==> src/rtl/fpbc_pkg.sv <==
package fpbc_pkg;
    localparam int EXP_W  = 8;
    localparam int FRAC_W = 23;
    localparam int SIG_W  = FRAC_W + 1;

    typedef enum logic [1:0] {
        ST_FILL = 2'd0,
        ST_PACK = 2'd1,
        ST_EMIT = 2'd2
    } phase_t;

    // Exponent used for alignment: subnormals sit at 1, inf/NaN clamp to 254.
    function automatic logic [EXP_W-1:0] eff_exp(input logic [EXP_W-1:0] e);
        if (e == '0)
            return EXP_W'(1);
        else if (e == '1)
            return EXP_W'(254);
        else
            return e;
    endfunction
endpackage

==> src/rtl/fpbc_exp_max.sv <==
module fpbc_exp_max #(
    parameter int EW = 8
) (
    input  logic          clk,
    input  logic          rst_n,
    input  logic          clear,
    input  logic          en,
    input  logic [EW-1:0] exp_in,
    output logic [EW-1:0] max_o
);
    logic [EW-1:0] max_q;

    always_ff @(posedge clk or negedge rst_n) begin
        if (!rst_n)
            max_q <= '0;
        else if (clear)
            max_q <= '0;
        else if (en && (exp_in > max_q))
            max_q <= exp_in;
    end

    assign max_o = max_q;
endmodule

==> src/rtl/fpbc_buffer.sv <==
module fpbc_buffer #(
    parameter int DEPTH = 32,
    parameter int DW    = 32,
    localparam int AW   = $clog2(DEPTH)
) (
    input  logic          clk,
    input  logic          we,
    input  logic [AW-1:0] waddr,
    input  logic [DW-1:0] wdata,
    input  logic [AW-1:0] raddr,
    output logic [DW-1:0] rdata
);
    logic [DW-1:0] mem [DEPTH];

    always_ff @(posedge clk) begin
        if (we)
            mem[waddr] <= wdata;
    end

    assign rdata = mem[raddr];
endmodule

==> src/rtl/fpbc_lane_enc.sv <==
module fpbc_lane_enc
    import fpbc_pkg::*;
#(
    parameter int MW = 8
) (
    input  logic [31:0]      word,
    input  logic [EXP_W-1:0] shared,
    output logic [MW:0]      lane
);
    logic [EXP_W-1:0] e_raw;
    logic [EXP_W-1:0] diff;
    logic [SIG_W-1:0] sig;
    logic [SIG_W-1:0] shifted;
    logic [MW-1:0]    mag;

    always_comb begin
        e_raw   = word[30:23];
        sig     = {(e_raw != '0), word[22:0]};
        diff    = shared - eff_exp(e_raw);
        shifted = (diff >= EXP_W'(SIG_W)) ? '0 : (sig >> diff);
        mag     = MW'(shifted >> (SIG_W - MW));
        if (e_raw == '1)
            mag = '1;
        lane = {word[31], mag};
    end
endmodule

==> src/rtl/fp_blockpack.sv <==
module fp_blockpack
    import fpbc_pkg::*;
#(
    parameter int N_ELEM  = 32,
    parameter int MANT_W  = 8
) (
    input  logic                                clk,
    input  logic                                rst_n,
    input  logic                                in_valid,
    output logic                                in_ready,
    input  logic [31:0]                         in_data,
    output logic                                out_valid,
    input  logic                                out_ready,
    output logic [8+N_ELEM*(MANT_W+1)-1:0]      out_data
);
    localparam int LANE_W = MANT_W + 1;
    localparam int IDX_W  = $clog2(N_ELEM);
    localparam logic [IDX_W-1:0] LAST = IDX_W'(N_ELEM - 1);

    phase_t            state_q, state_d;
    logic [IDX_W-1:0]  cnt_q, cnt_d;
    logic              in_fire, out_fire, pack_en;
    logic [EXP_W-1:0]  shared_exp;
    logic [31:0]       rd_word;
    logic [LANE_W-1:0] lane;
    logic [0:N_ELEM-1][LANE_W-1:0] lanes_q;

    assign in_fire  = in_valid && in_ready;
    assign out_fire = out_valid && out_ready;

    // State register
    always_ff @(posedge clk or negedge rst_n) begin
        if (!rst_n) begin
            state_q <= ST_FILL;
            cnt_q   <= '0;
        end else begin
            state_q <= state_d;
            cnt_q   <= cnt_d;
        end
    end

    // Next state
    always_comb begin
        state_d = state_q;
        cnt_d   = cnt_q;
        unique case (state_q)
            ST_FILL: if (in_fire) begin
                if (cnt_q == LAST) begin
                    state_d = ST_PACK;
                    cnt_d   = '0;
                end else begin
                    cnt_d = cnt_q + 1'b1;
                end
            end
            ST_PACK: begin
                if (cnt_q == LAST) begin
                    state_d = ST_EMIT;
                    cnt_d   = '0;
                end else begin
                    cnt_d = cnt_q + 1'b1;
                end
            end
            ST_EMIT: if (out_ready) state_d = ST_FILL;
            default: state_d = ST_FILL;
        endcase
    end

    // Outputs
    always_comb begin
        in_ready  = 1'b0;
        out_valid = 1'b0;
        pack_en   = 1'b0;
        unique case (state_q)
            ST_FILL: in_ready  = 1'b1;
            ST_PACK: pack_en   = 1'b1;
            ST_EMIT: out_valid = 1'b1;
            default: ;
        endcase
    end

    fpbc_exp_max #(.EW(EXP_W)) u_max (
        .clk    (clk),
        .rst_n  (rst_n),
        .clear  (out_fire),
        .en     (in_fire),
        .exp_in (eff_exp(in_data[30:23])),
        .max_o  (shared_exp)
    );

    fpbc_buffer #(.DEPTH(N_ELEM), .DW(32)) u_buf (
        .clk   (clk),
        .we    (in_fire),
        .waddr (cnt_q),
        .wdata (in_data),
        .raddr (cnt_q),
        .rdata (rd_word)
    );

    fpbc_lane_enc #(.MW(MANT_W)) u_enc (
        .word   (rd_word),
        .shared (shared_exp),
        .lane   (lane)
    );

    always_ff @(posedge clk or negedge rst_n) begin
        if (!rst_n)
            lanes_q <= '0;
        else if (pack_en)
            lanes_q[cnt_q] <= lane;
    end

    assign out_data = {shared_exp, lanes_q};
endmodule

==> config.mk <==
export PLATFORM = sky130hd
export DESIGN_NAME = fp_blockpack
export DESIGN_NICKNAME = d
export VERILOG_FILES = /design/src/rtl/fpbc_pkg.sv /design/src/rtl/fpbc_exp_max.sv /design/src/rtl/fpbc_buffer.sv /design/src/rtl/fpbc_lane_enc.sv /design/src/rtl/fp_blockpack.sv
export SDC_FILE = /design/constraint.sdc
export NUM_CORES = 1
export LEC_CHECK = 0
export BUFFER_PORTS_ARGS = -buffer_cell sky130_fd_sc_hd__buf_4
export CAP_MARGIN = 5
export CORE_ASPECT_RATIO = 1.25
export CORE_MARGIN = 3
export CORE_UTILIZATION = 65
export CTS_BUF_LIST = sky130_fd_sc_hd__clkbuf_8
export CTS_CLUSTER_DIAMETER = 200
export DETAILED_ROUTE_END_ITERATION = 12
export HOLD_SLACK_MARGIN = 0.03
export PLACE_DENSITY_LB_ADDON = 0.15
export SYNTH_ARGS = -nofsm -noshare
export SYNTH_HDL_FRONTEND = slang
export SYNTH_SLANG_ARGS = --single-unit
==> constraint.sdc <==
create_clock -name clk -period 8.55 [get_ports clk]
set_input_delay 0.4275 -clock clk [delete_from_list [all_inputs] [get_ports clk]]
set_output_delay 0.4275 -clock clk [all_outputs]
set_load 0.02 [all_outputs]
== After elaboration in Yosys (flattened, before gate mapping) ==
Memory sizes are Yosys's and may differ from the RTL's.
Cells that the tools add are included.

* Flip-flop bits (word level): 303
* RAM bits: 1,024
* Input bits: 36
* Output and inout bits: 298
* Logic and storage cells: 89
* Memories kept: 1

{| class="wikitable"
|+ Memories
! name !! words !! width !! read ports !! clocked after memory_dff !! write ports !! RTL line !! text
|-
| u_buf.mem || 32 || 32 || 1 || 0 || 1 || fpbc_buffer.sv:13 || <nowiki>logic [DW-1:0] mem [DEPTH];</nowiki>
|}

* $add $sub $neg: 2
* Magnitude comparators: 4
* Equality and inequality tests: 9
* Shifts and indexed selects: 1
* Mux-type cells: 24
* Bitwise operators: 1
* Reductions and logical operators: 12

{| class="wikitable"
|+ Operators with widths
! kind !! number
|-
| 288-bit bitwise mux || 1
|-
| 8-bit two-way mux || 7
|-
| 9-bit demux with 5-bit select || 1
|-
| 24-bit two-way mux || 1
|-
| 24-bit by 8-bit right shift with 24-bit output || 1
|-
| 8-bit equality test, second input constant || 2
|-
| 8-bit logical NOT || 2
|-
| 5-bit two-way mux || 2
|-
| 5-bit one-hot mux with 2 select lines || 1
|-
| 9-bit two-way mux || 1
|-
| 8-bit by 5-bit greater-or-equal comparator with 1-bit output, second input constant || 1
|-
| 8-bit greater-than comparator || 1
|-
| 2-bit two-way mux || 4
|-
| 8-bit nonzero test || 1
|-
| 8-bit subtractor || 1
|-
| 6-bit greater-or-equal comparator, second input constant || 1
|-
| 6-bit by 1-bit < comparator with 1-bit output, second input constant || 1
|-
| 2-bit inequality test, second input constant || 3
|-
| 5-bit inverter with 6-bit output || 1
|-
| 2-bit one-hot mux with 3 select lines || 1
|-
| 5-bit by 1-bit adder with 5-bit output, second input constant || 1
|-
| 5-bit equality test, second input constant || 1
|-
| 1-bit two-way mux || 5
|-
| 1-bit logical AND || 4
|-
| 7 further kinds || 8
|}

== Depth between registers and ports, before layout ==
An unclocked memory read counts as a cell.

* Depth in word-level cells: 9
* Depth in mapped cells: 21

== By module ==
Synthesis repeated with hierarchy kept, for this count alone.

* Cell total of the unflattened synthesis: 3,098
* Area total of the unflattened synthesis: 52,544.1 um2

{| class="wikitable"
|+ Modules (own cells, without submodules)
! module !! times used !! cells each !! area each (um2)
|-
| fpbc_buffer || 1 || 2,228 || 39,844.5
|-
| fp_blockpack || 1 || 717 || 11,412.2
|-
| fpbc_lane_enc || 1 || 91 || 683.2
|-
| fpbc_exp_max || 1 || 62 || 604.3
|}

== Worst setup path after synthesis ==
OpenSTA, ideal clock, no wires.

* Path type: register -> register
* From: reg cnt_q[0]
* To: reg lanes_q (netlist bit out_data[3])
* Arrival: 4,960 ps
* Required time: 8,468 ps
* Path slack: 3,508 ps
* Stages on the path, launching flop included: 22
* Period minus slack after synthesis: 5,042 ps
* Cells stage by stage: dfrtp_1 -> buf_2 -> buf_2 -> buf_2 -> mux2i_1 -> o22ai_1 -> or4_1 -> nor4_1 -> and4_1 -> clkbuf_1 -> nand2b_1 -> ha_1 -> fa_1 -> nor2b_1 -> o2111a_1 -> or4_1 -> a2111oi_0 -> o21ai_0 -> nor2_1 -> nand2_1 -> clkbuf_1 -> a31oi_1

* Cells in the longest elaborated chain, start to end: 9

{| class="wikitable"
|+ Ends and longest elaborated chain
! what !! RTL line !! text
|-
| start: declaration || fp_blockpack.sv:21 || <nowiki>logic [IDX_W-1:0] cnt_q, cnt_d;</nowiki>
|-
| start signal: assignment || fp_blockpack.sv:38 || <nowiki>cnt_q <= cnt_d;</nowiki>
|-
| memory 32 x 32 bit || - ||
|-
| 8-bit equality test || fpbc_pkg.sv:16, fpbc_lane_enc.sv:22 ||
|-
| 8-bit two-way mux || fpbc_pkg.sv:16 || <nowiki>else if (e == '1)</nowiki>
|-
| 8-bit two-way mux || fpbc_pkg.sv:14 || <nowiki>if (e == '0)</nowiki>
|-
| 8-bit subtractor || fpbc_lane_enc.sv:19 || <nowiki>diff = shared - eff_exp(e_raw);</nowiki>
|-
| 24-bit by 8-bit right shift with 24-bit output / 8-bit by 5-bit greater-or-equal comparator with 1-bit output (equally long branches) || fpbc_lane_enc.sv:20 || <nowiki>shifted = (diff >= EXP_W'(SIG_W)) ? '0 : (sig >> diff);</nowiki>
|-
| 24-bit two-way mux || fpbc_lane_enc.sv:20 ||
|-
| 8-bit two-way mux || fpbc_lane_enc.sv:22 || <nowiki>if (e_raw == '1)</nowiki>
|-
| 288-bit bitwise mux * || fp_blockpack.sv:109 || <nowiki>lanes_q[cnt_q] <= lane;</nowiki>
|-
| end signal: indexed assignment || fp_blockpack.sv:109 ||
|-
| end: declaration || fp_blockpack.sv:26 || <nowiki>logic [0:N_ELEM-1][LANE_W-1:0] lanes_q;</nowiki>
|}

Mark *: on every way between the ends. The rest lies on a longest branch, timed or not.
A chain may end at the register's enable or synchronous reset.

== Worst setup path in the final report ==
* From: reg cnt_q[4]
* To: reg lanes_q (netlist bit out_data[195])

Same word-level chain as after synthesis.

==> impl_metrics.toml <==
[sta]
whs_ns = 0.0827
worst_slew_pin_slew_ns = 1.34
fin_tns_setup_ns = 0
rsz0062_at_grt = "no"
period_minus_slack_ns = 7.11
slew-limit-headroom_pct = 10.5
clock_skew_ns = 0.0286
fin_crit_sh_pct = 83.2
finalHoldViolCount = 0
clock.fmax_mhz = 141
drv_slew = 0
setup_violations = 0

[logic_synthesis]
synth_compound_area_share_pct = 8.92
synth_cell_types = 74
syn_area_um2 = 32300
synth-xor-area-share_pct = 0.151
syn_avg_cell_area_um2 = 13.8
synthSimpleGateAreaFrac_pct = 8.39
synth_top_family_by_area = "compound AO/OA/AOI/OAI gates"
synth_top_area_share_pct = 47.7
async_flop_share_pct = 37.2
ys_seq_elements = 815
synth-edff-count = 512
synth_mux_area_share_pct = 8.14
synthTopCellsByArea = "edfxtp_1 48%, dfrtp_1 24%, mux2i_1 7.2%"
synth_fa_ha_area_share_pct = 0.838
synth_cells = 2332
synth.largest_area_cell = "edfxtp_1"
ys_seq_area_share_pct = 71.2
syn_nets = 2389
ys_warn_count = 0
ys.flop_type = "edfxtp_1"

[detailed_routing]
wl_per_cell_um = 27.1
vias = 21898
drt_pass1_iterations = 6
drt_iter0_markers = 2320
antenna_left = 0
drcViolationCount = 0
route.detailed.vias_per_inst = 6.42
drt_wl_total_um = 92400

[cts]
cts_buffer_depth = 3
cts_setup_buffers = 0
clkSinkCount = 815
insertion_delay_ns = 0.73
cts-htree-levels = 3
cts_buffers = 117
root_buffer = "clkbuf_8"
path_clk_slew_ns = 0.07
cts_tree = "built"

[grt]
track_usage_pct = 35.3
grt_max_degree = 183
grt_pass1_vias = 21917
antenna_found_initial = 1
grt-ovfl-total = 0
grt_pass1_wl_um = 136000

[critical_path]
crit_slowest_cell = "dfrtp_1"
cp-start-kind = "flip-flop"
path_max_fanout = 32
cp-end-kind = "flip-flop"
startpoint = "cnt_q[4]$_DFFE_PN0P_"
reg2regPathDepth = 16
cp_cell_sequence = "or4_1, o22ai_1, nor4_1, and4_1, and4_1, nand2b_1, ha_1, fa_1, nor2b_1, o2111a_1, or4_1, a21boi_0, o22ai_1, a211oi_4, o2111ai_4, a21oi_1"
path_buf_inv = 0
required_ns = 9.17
rr_endpoint = "out_data[195]$_DFFE_PN0P_"
slowest_delay_ns = 0.96
critical_path_class = "flip-flop to flip-flop"
cp_data_arrival_time_ns = 7.74
rr_startpoint = "cnt_q[4]$_DFFE_PN0P_"
critPathTopFamily = "simple AND/OR/NAND/NOR gates"
r2r_slack_ns = 1.44

[final_layout]
seq_area_um2 = 23000
fin_area_um2 = 37700
area_growth_pct = 16.9
nets = 2726
fill_cells = 2852
final_cell_mix = "512 x edfxtp_1, 368 x buf_4, 341 x nor2_1, 302 x dfrtp_1, 260 x a21oi_1"
drive_gt1_share_pct = 21.9
utilization_pct = 77.5
multi_input_area_um2 = 8740
final_common_cell = "edfxtp_1"

[worst_hold_path]
min_to = "state_q[0]$_DFFE_PN0P_"
min_path_cells = 4
min-delay-start = "in_valid"
hp-class = "primary input to flip-flop"

[place]
routabilityCongestion = 0.888
place_area_um2 = 35400
dp_hpwl_um = 58000
io_buffer_count = 317

[floorplanning]
die_h_um = 255
core_region_area_um2 = 48600
row_count = 90
initial_core_util_pct = 66.3
ioPinCount = 334
die_x_um = 205
die_area_um2 = 52400

[pwr]
cellPowerDensity_nw_per_um2 = 381
leakage_uw = 0.0155
ir_drop_uv = 269

[job]
maxCapViolations = 0

[status]
status = "finished clean"
synthesized netlist by cell type, types with 7 or more instances:
cell type and n:
a21oi_1 263, a22oi_1 51, a31oi_1 34, buf_1 7, buf_2 58, buf_4 12
clkbuf_1 77, dfrtp_1 303, edfxtp_1 512, ha_1 20, inv_1 18, mux2i_1 232
mux4_2 12, nand2_1 52, nand3b_1 7, nand4_1 16, nor2_1 367, nor2b_1 9
nor3_1 46, nor4_1 19, o21ai_0 17, o22ai_1 81
power by group:
group	switching, uW	total [uW]	internal [uW]
Combinational	3840	6010	2170
Sequential	503	5380	4880
Clock	1470	3000	1530
Total	5810	14400	8570
cell type report:
class / count / share of cell area, %
Antenna cell: 2 / 0.0133
Clock buffer: 135 / 4.93
Clock inverter: 82 / 1.15
Inverter: 20 / 0.199
Multi-Input combinational cell: 1342 / 23.2
Sequential cell: 815 / 60.9
Tap cell: 644 / 2.14
Timing Repair Buffer: 373 / 7.52
kinds of logic (layout without fill, tap and decap cells):
kind of cell | count (synthesis) | in the layout
adders and majority gates | 21 | 21
DFF | 815 | 815
xor gates and xnor gates | 4 | 4
muxes | 247 | 247
other | 0 | 2
buffers and inverters | 175 | 610
and+or+nand+nor | 583 | 583
AOI/OAI and AO/OA | 487 | 487
sequential cells by signal, indices dropped and copies added, names as in the netlist:
| register | flops |
|---|---|
| u_max.max_o | 8 |
| out_data | 288 |
| u_buf.mem | 512 |
| state_q | 2 |
| cnt_q | 5 |
through the flow:
| step | power [uW] | setup slack, ns | std cells |
|---|---|---|---|
| 2_1_floorplan | 8980 | 3.51 | 2332 |
| 3_3_place_gp | 11200 | 1.80 | 3192 |
| 3_5_place_dp | 11300 | 1.61 | 3192 |
| 4_1_cts | 14300 | 1.58 | 3411 |
| 5_1_grt | 15000 | 1.08 | 3412 |
| 6_report | 14400 | 1.44 | 3413 |
layer usage:
layer  up-vias  GRT usage, %  wire length (um)
li1       9390             -                 -
met1     10891          45.1             32300
met2      1360          56.8             44700
met3       257          9.49             10800
met4         0          17.2              4640
met5         -             0                 0
worst max path at each step:
| stage | endpoint | cells past startpoint |
|---|---|---|
| after global routing | out_data[195]$_DFFE_PN0P_ | 16 |
| final | out_data[195]$_DFFE_PN0P_ | 16 |
| after floorplan | out_data[3]$_DFFE_PN0P_ | 21 |
| after CTS | out_data[186]$_DFFE_PN0P_ | 16 |
| after global placement | out_data[15]$_DFFE_PN0P_ | 16 |
| after detailed placement | out_data[195]$_DFFE_PN0P_ | 16 |
worst reg2reg max path, delay by kind of cell, from the launching register on:
family,cells,cell delay (ns)
AND/OR/NAND/NOR,7,3.05
AO/OA/AOI/OAI,7,2.55
flip-flops,1,0.96
adder cells (fa/ha/maj),2,0.48
repair_timing:
| action | 4_1_cts | 5_1_grt |
|---|---|---|
| hold endpoints to repair | 122 | 0 |
| gates resized for setup | 0 | 0 |
| hold buffers | 2 | 0 |
No activity file was read; power rests on OpenSTA's default activity.
